===== config.mk =====
export PLATFORM = sky130hd
export DESIGN_NAME = alu_exec_stage
export DESIGN_NICKNAME = d
export VERILOG_FILES = /design/src/rtl/alu_pkg.sv /design/src/rtl/alu_adder.sv /design/src/rtl/alu_sext.sv /design/src/rtl/alu_bytecmp.sv /design/src/rtl/alu_exec_stage.sv
export SDC_FILE = /design/constraint.sdc
export NUM_CORES = 1
export LEC_CHECK = 0
export BUFFER_PORTS_ARGS = -buffer_cell sky130_fd_sc_hd__buf_2
export CORE_ASPECT_RATIO = 1.4
export CORE_MARGIN = 3
export CORE_UTILIZATION = 53
export DETAILED_ROUTE_END_ITERATION = 12
export PLACE_DENSITY = 0.85
export SETUP_SLACK_MARGIN = 0.2
export SYNTH_ARGS = -nofsm -noshare
export SYNTH_HDL_FRONTEND = slang
export SYNTH_SLANG_ARGS = --single-unit

===== constraint.sdc =====
create_clock -name vclk -period 3.6
set_input_delay 0.18 -clock vclk [all_inputs]
set_output_delay 0.18 -clock vclk [all_outputs]
set_load 0.005 [all_outputs]

===== src/rtl/alu_pkg.sv =====
package alu_pkg;
    typedef enum logic [2:0] {
        OP_NONE = 3'd0,
        OP_ADD  = 3'd1,
        OP_SEXT = 3'd2,
        OP_BCMP = 3'd3
    } alu_op_e;
endpackage


===== src/rtl/alu_adder.sv =====
module alu_adder #(
    parameter int XLEN = 64
) (
    input  logic [XLEN-1:0] a,
    input  logic [XLEN-1:0] b,
    input  logic            cin,
    output logic [XLEN-1:0] sum,
    output logic            cout,
    output logic            cout_half,
    output logic            ovf,
    output logic            ovf_half
);
    localparam int HALF = XLEN / 2;

    logic [XLEN:0] wide;

    always_comb begin
        wide      = {1'b0, a} + {1'b0, b} + {{XLEN{1'b0}}, cin};
        sum       = wide[XLEN-1:0];
        cout      = wide[XLEN];
        // carry into bit HALF recovered from the sum bit and the operand bits
        cout_half = wide[HALF] ^ a[HALF] ^ b[HALF];
        ovf       = (cout ^ sum[XLEN-1]) & ~(a[XLEN-1] ^ b[XLEN-1]);
        ovf_half  = (cout_half ^ sum[HALF-1]) & ~(a[HALF-1] ^ b[HALF-1]);
    end

    // a signed overflow is only possible when both operands share a sign
    always_comb begin
        a_r3_ovf_same_sign: assert (!ovf || (a[XLEN-1] == b[XLEN-1]))
            else $error("overflow raised with differing operand signs");
    end
endmodule


===== src/rtl/alu_sext.sv =====
module alu_sext #(
    parameter int XLEN = 64
) (
    input  logic [XLEN-1:0] a,
    input  logic [3:0]      nbytes,
    output logic [XLEN-1:0] y
);
    localparam int NWID = 3;

    logic [XLEN-1:0] ext [NWID];

    for (genvar k = 0; k < NWID; k++) begin : g_width
        localparam int NB = 1 << k;
        assign ext[k] = {{(XLEN - 8*NB){a[8*NB-1]}}, a[8*NB-1:0]};
    end

    always_comb begin
        unique case (nbytes)
            4'd1:    y = ext[0];
            4'd2:    y = ext[1];
            4'd4:    y = ext[2];
            default: y = a;
        endcase
    end

    // for a one-byte source, every bit above bit 7 repeats the sign bit
    always_comb begin
        if (nbytes == 4'd1) begin
            a_r4_byte_sign_fill: assert (y[XLEN-1:8] == {(XLEN-8){a[7]}})
                else $error("byte sign fill broken");
        end
    end
endmodule


===== src/rtl/alu_bytecmp.sv =====
module alu_bytecmp #(
    parameter int XLEN = 64
) (
    input  logic [7:0]      key,
    input  logic [XLEN-1:0] b,
    output logic [XLEN-1:0] mask,
    output logic            any_hit
);
    localparam int NBYTE = XLEN / 8;

    logic [NBYTE-1:0] hit;

    for (genvar i = 0; i < NBYTE; i++) begin : g_byte
        assign hit[i] = (b[8*i +: 8] == key);
    end

    assign mask    = {{(XLEN-NBYTE){1'b0}}, hit};
    assign any_hit = |hit;

    // the summary flag agrees with the per-byte mask
    always_comb begin
        a_r5_any_matches_mask: assert (any_hit == (mask != '0))
            else $error("match summary disagrees with mask");
    end
endmodule


===== src/rtl/alu_exec_stage.sv =====
module alu_exec_stage #(
    parameter int XLEN = 64
) (
    input  logic [2:0]      op_i,
    input  logic [XLEN-1:0] a_i,
    input  logic [XLEN-1:0] b_i,
    input  logic            carry_i,
    input  logic            mode32_i,
    input  logic [3:0]      len_i,
    output logic [XLEN-1:0] result_o,
    output logic            result_ok_o,
    output logic [3:0]      cr0_o,
    output logic            cr0_ok_o,
    output logic            ov_o,
    output logic            ov32_o,
    output logic            ov_ok_o,
    output logic            ca_o,
    output logic            ca32_o,
    output logic            ca_ok_o
);
    import alu_pkg::*;

    localparam int HALF = XLEN / 2;

    logic [XLEN-1:0] opa, opb;
    logic [XLEN-1:0] add_sum, sext_y, cmp_mask;
    logic            add_c, add_c32, add_v, add_v32, cmp_any;

    // upper halves read as zero in 32-bit mode
    assign opa = mode32_i ? {{HALF{1'b0}}, a_i[HALF-1:0]} : a_i;
    assign opb = mode32_i ? {{HALF{1'b0}}, b_i[HALF-1:0]} : b_i;

    alu_adder #(.XLEN(XLEN)) u_add (
        .a(opa), .b(opb), .cin(carry_i),
        .sum(add_sum), .cout(add_c), .cout_half(add_c32),
        .ovf(add_v), .ovf_half(add_v32)
    );

    alu_sext #(.XLEN(XLEN)) u_sext (
        .a(opa), .nbytes(len_i), .y(sext_y)
    );

    alu_bytecmp #(.XLEN(XLEN)) u_cmp (
        .key(opa[7:0]), .b(opb), .mask(cmp_mask), .any_hit(cmp_any)
    );

    always_comb begin
        result_o    = '0;
        result_ok_o = 1'b0;
        cr0_o       = '0;
        cr0_ok_o    = 1'b0;
        ov_o        = 1'b0;
        ov32_o      = 1'b0;
        ov_ok_o     = 1'b0;
        ca_o        = 1'b0;
        ca32_o      = 1'b0;
        ca_ok_o     = 1'b0;
        unique case (op_i)
            OP_ADD: begin
                result_o    = add_sum;
                result_ok_o = 1'b1;
                ca_o        = add_c;
                ca32_o      = add_c32;
                ov_o        = add_v;
                ov32_o      = add_v32;
                ov_ok_o     = 1'b1;
                ca_ok_o     = 1'b1;
            end
            OP_SEXT: begin
                result_o    = sext_y;
                result_ok_o = 1'b1;
            end
            OP_BCMP: begin
                result_o    = cmp_mask;
                result_ok_o = 1'b1;
                cr0_o       = {1'b0, cmp_any, 2'b00};
                cr0_ok_o    = 1'b1;
            end
            default: ;
        endcase
    end

    // no valid result means every value output is quiet
    always_comb begin
        if (!result_ok_o) begin
            a_r9_idle_quiet: assert (result_o == '0 && cr0_o == '0 &&
                                     !ov_o && !ov32_o && !ca_o && !ca32_o)
                else $error("outputs active without a valid operation");
        end
    end

    // at most one class of flag destination besides the result
    always_comb begin
        a_r8_flag_exclusive: assert (!(cr0_ok_o && (ov_ok_o || ca_ok_o)))
            else $error("condition and XER flags valid together");
        a_r8_ok_implies_result: assert (!(cr0_ok_o || ov_ok_o || ca_ok_o) || result_ok_o)
            else $error("flag valid without result valid");
    end

    // condition field carries only the match bit
    always_comb begin
        a_r10_cr0_only_bit2: assert ((cr0_o & 4'b1011) == 4'b0000)
            else $error("unexpected condition field bit");
    end

    // in 32-bit mode an add cannot carry out of the full width
    always_comb begin
        if (mode32_i && ca_ok_o) begin
            a_r6_no_top_carry: assert (!ca_o && result_o[XLEN-1:HALF+1] == '0)
                else $error("upper half active in 32-bit mode");
        end
    end
endmodule


; ---- Word level (Yosys, flattened, before mapping)
; Index checks and enable logic that the tools add are counted.
[op_classes]
addsub = 2
n_eq_ne = 14
mux = 12
n_bitwise = 10
reduce_logical = 2
[op_table]
columns = cell, n
row1 = case mux 64 bit (3 select lines), 2
row2 = two-way mux 64 bit, 2
row3 = adder 64 x 64 -> 65 bit, 1
row4 = adder 65 x 1 -> 65 bit, 1
row5 = equality test 8 bit, 8
row6 = OR reduction 8 bit, 1
row7 = two-way mux 1 bit, 7
row8 = "equality test 3 x 2 -> 1 bit, second input constant", 2
row9 = XOR 1 bit, 6
row10 = "equality test 4 x 1 -> 1 bit, second input constant", 1
row11 = "equality test 4 x 2 -> 1 bit, second input constant", 1
row12 = "equality test 4 x 3 -> 1 bit, second input constant", 1
row13 = "equality test 3 x 1 -> 1 bit, second input constant", 1
row14 = two-way mux 3 bit, 1
row15 = OR reduction 3 bit, 1
row16 = AND 1 bit, 2
row17 = NOT 1 bit, 2
[word_totals]
register_bits = 0
inputBits = 137
out_inout_bits = 76
word_cells = 40

; ---- Longest topological paths before layout
; Gate-level depths: netlist (run 1).
[logic_depth]
word_depth = 8
depth_mapped = 15
depth_no_buf = 13

; ---- Modules after synthesis
; From an unflattened synthesis (run 1), not the netlist that was laid out.
[unflattened]
cells_unflattened = 1194
area_unflattened_um2 = 8463.1
[by_module_without_submodules]
columns = mod, n_inst, cells_each, area_per_inst_um2, seq_area_each_um2
row1 = alu_adder, 1, 588, 3995.1, 0.0
row2 = alu_exec_stage, 1, 316, 2184.6, 0.0
row3 = alu_bytecmp, 1, 156, 1223.7, 0.0
row4 = alu_sext, 1, 134, 1059.8, 0.0

; ---- Worst setup path before layout (run 1)
; No wires, ideal clock.
[synth_timing]
path_kind = input to output
start = input mode32_i
end = output result_o[63]
t_arrival_ns = 3.042
required_time_ns = 3.420
path_slack_ns = 0.378
cell_stages = 15
path_buffers = 3
cell_sequence = clkbuf_1 > clkbuf_1 > nor2b_1 > ha_1 > clkbuf_1 > a21o_1 > a31o_2 > a221oi_1 > o221ai_1 > a21oi_1 > o21ai_1 > a31oi_1 > a31oi_1 > xnor2_1 > o21ai_0
[synth_via]
elab_chain_len = 4
word_cells_on_any_way = 6
classes_between = add/sub: 2 / mux: 4
[synth_lines]
columns = element, line_no
row1 = start: declaration, alu_exec_stage.sv:8  ; input logic mode32_i,
row2 = "two-way mux 64 bit, on equally long branches", "alu_exec_stage.sv:30, alu_exec_stage.sv:31"
row3 = adder 64 x 64 -> 65 bit, alu_adder.sv:18  ; wide = {1'b0, a} + {1'b0, b} + {{XLEN{1'b0}}, cin};
row4 = adder 65 x 1 -> 65 bit, alu_adder.sv:18
row5 = case mux 64 bit (3 select lines) *, alu_exec_stage.sv:58  ; unique case (op_i)
row6 = end: declaration, alu_exec_stage.sv:10  ; output logic [XLEN-1:0] result_o,
; Every way passes the cells marked *; elsewhere a longest branch is shown, timed or not.

; ---- Worst setup path after layout (run 1)
[layout_timing]
start = input a_i[3]
end = output result_o[61]
[layout_via]
elab_chain_len = 4
[layout_lines]
columns = element, line_no
row1 = start: declaration, alu_exec_stage.sv:5  ; input logic [XLEN-1:0] a_i,
row2 = two-way mux 64 bit, alu_exec_stage.sv:30  ; assign opa = mode32_i ? {{HALF{1'b0}}, a_i[HALF-1:0]} : a_i;
row3 = adder 64 x 64 -> 65 bit, alu_adder.sv:18
row4 = adder 65 x 1 -> 65 bit, alu_adder.sv:18
row5 = case mux 64 bit (3 select lines), alu_exec_stage.sv:58
; No other way between the ends.

==> results.txt, run 1 <==
----------------------------------------------------
[Timing]
  RSZ-0062 raised after global routing ... true
  Maximum achievable frequency ... 304 MHz
  Minimum setup slack in the final design ... 0.305 ns
  Normalized max-slew margin ... 57.5%
  Post-route minimum period ... 3.29 ns
  Worst slack on hold paths ... 0.691 ns
  Total count of hold-check failures in the final report ... 0
  Number of max-slew violations in the final report ... 0
  Worst Tran Pin Value ... 0.637 ns
  Period utilisation layout ... 91.5%
  Fin Setup TNS ... 0 ns
  Endpoints failing setup ... 0

[Final layout]
  Share of the core filled with cells in the final layout ... 68.9%
  N_diodes ... 0
  Area growth from synthesis to layout ... 24.2%
  Nets@finish ... 1291
  Number of flip-flops and latches ... 0
  Fraction of final layout cells with drive strength greater than 1 ... 27.4%
  Area taken by flip-flops and latches ... 0 µm²
  Clock tree buffer count of the final layout ... 0
  Final Instance Count excl. Fillers ... 1224

[Synthesis]
  Number of different library cells in the post-synthesis netlist ... 65
  Ys Warns ... 0
  Sequential share of the synthesized area ... 0%
  Post-synthesis instance area ... 5900 µm²
  Library cell occupying the most area in the post-synthesis netlist ... sky130_fd_sc_hd__ha_1
  Post-synth top area share ... 13.6%
  Commonest cells in the synthesized netlist ... 95 x sky130_fd_sc_hd__a21oi_1, 95 x sky130_fd_sc_hd__o21ai_0, 91 x sky130_fd_sc_hd__xnor2_1
  Post-Syn Instances ... 901
  Synth top area cells ... sky130_fd_sc_hd__ha_1 14%, sky130_fd_sc_hd__xnor2_1 14%, sky130_fd_sc_hd__a21oi_1 8.1%, sky130_fd_sc_hd__o21ai_0 8.1%, sky130_fd_sc_hd__nor2b_1 7.4%
  Mean cell area of the mapped netlist ... 6.54 µm²

[Outcome]
  Status ... finished, final reports clean

[Flow run]
  MaxCap Viol Count ... 0

[Route]
  Overall via count from detail_route ... 7799
  Drt pass-1 iters ... 5
  DR WL/cell ... 19.4 µm
  Final antenna-violating net count ... 0
  Via count normalized by instance count ... 6.37
  DRT Wirelength ... 23700 µm
  DRC violations left ... 0
  Violation count after the first detailed-routing iteration ... 438

[Floorplanning]
  Initial cell density of the core ... 55.5%
  Floorplan row count ... 44
  Core region area ... 10600 µm²
  Number of top-level design ports ... 213
  Die Height ... 131 µm
  Area of the die ... 12400 µm²
  Die extent in x ... 95.1 µm

[Power and ir drop]
  P_leak ... 0.00343 µW
  Areal power density over the cells ... 151 nW/µm²
  Worst vdd ir ... 0.000101 V

[Global route]
  Antenna violations before repair ... 1
  Final global-route overflow total ... 0
  Wire length of the first global-routing pass ... 35700 µm
  Global-route usage over all layers ... 35.7%
  Vias in the first global route ... 7331
  Pin count of the biggest net entering global routing ... 61

[Worst hold path]
  Class of the most critical hold timing path ... in2out
  Hold path cells ... 3

[Critical path]
  Arrival time at the worst endpoint ... 3.11 ns
  Endpoint class of the critical path ... output port
  Biggest fanout along the worst timing path ... 5
  Sort of element at the start of the critical path ... primary input
  CP required ... 3.42 ns
  Critical path class ... in2out

[Place]
  Number of cells in the design after placement ... 1222
  Routability-driven placement congestion ratio ... 1.05
  Placed wire-length estimate ... 19200 µm
  Number of port buffers ... 210
  Worst slack at placement ... 0.191 ns

----------------------------------------------------
[layout make-up]
class / count / area (µm²)
fillers: 990 / 3300
inverters: 19 / 71.3
multi-input cells: 822 / 5750
well taps: 138 / 173
repair buffers: 245 / 1330
[final timing paths]
kind                        to    start  slack, ns
hold / removal     result_ok_o  op_i[2]       0.69
setup / recovery  result_o[61]   a_i[3]       0.31
[critical path: stages]
cell                       delay (ns)
sky130_fd_sc_hd__buf_2           0.11
sky130_fd_sc_hd__ha_1            0.40
sky130_fd_sc_hd__o211ai_2        0.15
sky130_fd_sc_hd__o21ai_2         0.19
sky130_fd_sc_hd__or4b_1          0.49
sky130_fd_sc_hd__nand3b_2        0.17
sky130_fd_sc_hd__a31oi_4         0.14
sky130_fd_sc_hd__o31ai_4         0.28
sky130_fd_sc_hd__a221oi_2        0.09
sky130_fd_sc_hd__buf_4           0.18
sky130_fd_sc_hd__o31ai_2         0.29
sky130_fd_sc_hd__xnor2_1         0.10
sky130_fd_sc_hd__o21ai_1         0.18
sky130_fd_sc_hd__buf_2           0.15
[cells by family (layout without fill, tap and decap cells)]
logic type,Yosys count,in the layout,share of synthesized area [%]
adder cells (fa/ha/maj),66,66,14.3
AND/OR/NAND/NOR,283,283,24.8
buffers and inverters,81,264,5.50
XOR/XNOR,121,121,18.0
AO/OA/AOI/OAI,349,349,37.4
other,1,3,0.0636
[power by group]
group	switching (µW)	internal, µW
combinational	628	476
sequential	0	0
clock	0	0
total	628	476
[through the flow]
step           power, µW  cell area, µm²
2_1_floorplan        702            5900
3_3_place_gp        1040            7130
3_5_place_dp        1040            7130
4_1_cts             1050            7130
5_1_grt             1200            7320
6_report            1100            7320
[layer usage]
layer / wire, µm / track usage, %
met1: 8390 / 38.1
met2: 11900 / 65.1
met3: 1700 / 4.35
met4: 1750 / 23.1
met5: 10 / 0
[cells in the final DEF (no fill, tap or decap), types with 4 or more instances in the layout]
cell / instances
sky130_fd_sc_hd__a21oi_2: 4
sky130_fd_sc_hd__a31oi_1: 7
sky130_fd_sc_hd__nor2b_1: 66
sky130_fd_sc_hd__nor3_1: 9
sky130_fd_sc_hd__nand2b_1: 5
sky130_fd_sc_hd__o211ai_1: 4
sky130_fd_sc_hd__o31ai_1: 9
sky130_fd_sc_hd__a21o_1: 40
sky130_fd_sc_hd__o31ai_2: 5
sky130_fd_sc_hd__o21ai_0: 94
sky130_fd_sc_hd__ha_4: 4
sky130_fd_sc_hd__xnor2_1: 91
sky130_fd_sc_hd__buf_4: 34
sky130_fd_sc_hd__a22oi_1: 5
sky130_fd_sc_hd__o21a_1: 7
sky130_fd_sc_hd__a21oi_1: 92
sky130_fd_sc_hd__or3_1: 5
sky130_fd_sc_hd__and2_1: 5
sky130_fd_sc_hd__o21ai_1: 9
sky130_fd_sc_hd__nand2_1: 65
sky130_fd_sc_hd__nand3_1: 16
sky130_fd_sc_hd__inv_1: 19
sky130_fd_sc_hd__nand4_1: 26
sky130_fd_sc_hd__nor2_1: 54
sky130_fd_sc_hd__ha_2: 8
sky130_fd_sc_hd__nor4_1: 6
sky130_fd_sc_hd__xor2_1: 30
sky130_fd_sc_hd__and3_1: 8
sky130_fd_sc_hd__ha_1: 52
sky130_fd_sc_hd__o21bai_1: 11
sky130_fd_sc_hd__buf_2: 210
sky130_fd_sc_hd__o22ai_1: 22
[timing repair]
item | in CTS | in global routing
pin swaps | 1 | 12
hold buffers | 0 | 0
resized for setup | 0 | 40
setup buffers | 0 | 2
setup endpoints to repair | 1 | 18
No activity file was read; power rests on OpenSTA's default activity.
==> run 2, diff against run 1 <==
Settings changed: RECOVER_POWER set to 50.
Clock period 3.6 ns to 3.4 ns, I/O delays scaled along.
==> run 2 against run 1 <==
First-iteration DRC count grew 29%. Via count increased by 5.4%. Worst setup slack lost 0.19 ns. Die area is the same. Sequential cell count stayed put. Critical path type unchanged. Largest cell class unchanged. Largest power group unchanged. Highest routed layer is now met4.
==> results.txt, run 2 (same netlist as run 1, synthesis figures left out) <==
----------------------------------------------------
[Final layout]
  Area growth from synthesis to layout ... 34.1% (was 24.2%)
  Area of all placed cells without fillers ... 7910 µm² (was 7320 µm²)
  Clock tree buffer count of the final layout ... 0 (unchanged)
  Number of flip-flops and latches ... 0 (unchanged)
  Nets@finish ... 1342 (was 1291)
  Final Instance Count excl. Fillers ... 1275 (was 1224)
  Most frequent cells in the layout ... 181 x sky130_fd_sc_hd__buf_2, 91 x sky130_fd_sc_hd__o21ai_0, 89 x sky130_fd_sc_hd__xnor2_1, 86 x sky130_fd_sc_hd__a21oi_1, 76 x sky130_fd_sc_hd__buf_4 (was 210 x sky130_fd_sc_hd__buf_2, 94 x sky130_fd_sc_hd__o21ai_0, 92 x sky130_fd_sc_hd__a21oi_1, 91 x sky130_fd_sc_hd__xnor2_1, 66 x sky130_fd_sc_hd__nor2b_1)
  Fraction of final layout cells with drive strength greater than 1 ... 30.7% (was 27.4%)
  Leading cell type in the layout, fill and taps excluded ... sky130_fd_sc_hd__buf_2 (unchanged)
  Area taken by flip-flops and latches ... 0 µm² (unchanged)
  N_diodes ... 0 (unchanged)

[Global route]
  Antenna violations before repair ... 0 (was 1)
  Final global-route overflow total ... 0 (unchanged)
  Vias in the first global route ... 7846 (was 7331)
  Pin count of the biggest net entering global routing ... 35 (was 61)
  Wire length of the first global-routing pass ... 37700 µm (was 35700 µm)
  Global-route usage over all layers ... 38.1% (was 35.7%)

[Power and ir drop]
  Share of total power in sequential cells ... 0% (about the same)
  Switching portion of total power ... 56.0% (was 56.9%)
  Worst vdd ir ... 0.000112 V (was 0.000101 V)
  Areal power density over the cells ... 163 nW/µm² (was 151 nW/µm²)
  Switching component of the power ... 721 µW (was 628 µW)
  Clock share of power ... 0% (about the same)
  Internal Pwr Total ... 568 µW (was 476 µW)
  Gate power share ... 100.0% (about the same)
  P_leak ... 0.00368 µW (was 0.00343 µW)

[Outcome]
  Status ... finished, final reports clean (unchanged)

[Route]
  Overall via count from detail_route ... 8218 (was 7799)
  Drt pass-1 iters ... 5 (unchanged)
  DR WL/cell ... 20.2 µm (was 19.4 µm)
  DRT Wirelength ... 25800 µm (was 23700 µm)
  Final antenna-violating net count ... 0 (unchanged)
  DRC violations left ... 0 (unchanged)
  Violation count after the first detailed-routing iteration ... 567 (was 438)
  Via count normalized by instance count ... 6.45 (was 6.37)

[Timing]
  Worst slack on hold paths ... 0.690 ns (was 0.691 ns)
  Post-route minimum period ... 3.28 ns
  Worst Tran Pin Value ... 1.14 ns (was 0.637 ns)
  Number of max-slew violations in the final report ... 0 (unchanged)
  Endpoints failing setup ... 0 (unchanged)
  Minimum setup slack in the final design ... 0.118 ns (was 0.305 ns)
  RSZ-0062 raised after global routing ... true (unchanged)
  Maximum achievable frequency ... 305 MHz
  Period utilisation layout ... 96.5%
  Fin Setup TNS ... 0 ns (unchanged)
  Total count of hold-check failures in the final report ... 0 (unchanged)
  Normalized max-slew margin ... 24.2% (was 57.5%)

[Floorplanning]
  Floorplan row count ... 44 (unchanged)
  Die extent in x ... 95.1 µm (unchanged)
  Area of the die ... 12400 µm² (unchanged)
  Initial cell density of the core ... 55.5% (unchanged)
  Die Height ... 131 µm (unchanged)
  Number of top-level design ports ... 213 (unchanged)
  Core region area ... 10600 µm² (unchanged)

[Place]
  Placed wire-length estimate ... 20000 µm (was 19200 µm)
  Number of port buffers ... 210 (unchanged)
  Post-DP Area ... 7440 µm² (was 7130 µm²)
  Routability-driven placement congestion ratio ... 1.02 (was 1.05)
  Worst slack at placement ... 0.0271 ns (was 0.191 ns)
  Number of cells in the design after placement ... 1261 (was 1222)

[Critical path]
  Critical path class ... in2out (unchanged)
  Endpoint class of the critical path ... output port (unchanged)
  CP required ... 3.23 ns (was 3.42 ns)
  Sort of element at the start of the critical path ... primary input (unchanged)
  Biggest fanout along the worst timing path ... 5 (unchanged)
  Arrival time at the worst endpoint ... 3.11 ns (about the same)
  Critical path startpoint ... a_i[4] (was a_i[3])

[CTS]
  Hold bufs inserted after CTS ... 0 (unchanged)

[Flow run]
  MaxCap Viol Count ... 0 (unchanged)

[Worst hold path]
  Class of the most critical hold timing path ... in2out (unchanged)
  Startpoint of the worst hold path ... op_i[2] (unchanged)

----------------------------------------------------
## run 2: final cells by class
class              instances  area [µm²]
multi-input cells        822        5910
fillers                  898        2720
repair buffers           296        1750
well taps                138         173
inverters                 19        71.3
## run 2: final timing paths
check	depth (start not counted)	end	slack, ns
setup / recovery	14	result_o[61]	0.12
hold / removal	3	result_ok_o	0.69
## run 2: stage by stage
| stage | total power, µW | util, % |
|---|---|---|
| after global routing | 1390 | 74.4 |
| after global placement | 1170 | 70.0 |
| after floorplan | 744 | - |
| final | 1290 | 74.4 |
| after CTS | 1190 | 70.9 |
| after detailed placement | 1170 | 70.0 |
## run 2: power groups by stage
| stage | combinational [µW] | sequential (µW) | clock [µW] |
|---|---|---|---|
| after floorplan | 744 | 0 | 0 |
| after global placement | 1170 | 0 | 0 |
| after detailed placement | 1170 | 0 | 0 |
| after CTS | 1190 | 0 | 0 |
| after global routing | 1390 | 0 | 0 |
| final | 1290 | 0 | 0 |
## run 2: repair_timing
item | CTS | global route
pin swaps | 7 | 12
cloned | 0 | 2
setup endpoints to repair | 15 | 29
resized for setup | 17 | 76
setup buffers | 3 | 9
## run 2: routing by layer
metal	wire length [µm]	share of wire [%]	vias to the layer above	track usage (%)
met5	0	0	-	0
met4	2390	9.3	0	27.2
met3	2070	8.0	169	4.07
met2	12700	49	570	68.9
met1	8630	33	3712	40.4
li1	-	-	3767	-
## run 2: critical path, stage by stage
cell and delay, ns:
sky130_fd_sc_hd__buf_2 0.12, sky130_fd_sc_hd__ha_2 0.38, sky130_fd_sc_hd__o211ai_2 0.11, sky130_fd_sc_hd__o21ai_0 0.28, sky130_fd_sc_hd__or4b_1 0.50, sky130_fd_sc_hd__nand3b_2 0.16, sky130_fd_sc_hd__a31oi_4 0.12, sky130_fd_sc_hd__o31ai_4 0.25
sky130_fd_sc_hd__a221oi_2 0.09, sky130_fd_sc_hd__buf_4 0.18, sky130_fd_sc_hd__o31ai_2 0.29, sky130_fd_sc_hd__xnor2_1 0.16, sky130_fd_sc_hd__o21ai_1 0.10, sky130_fd_sc_hd__buf_2 0.19
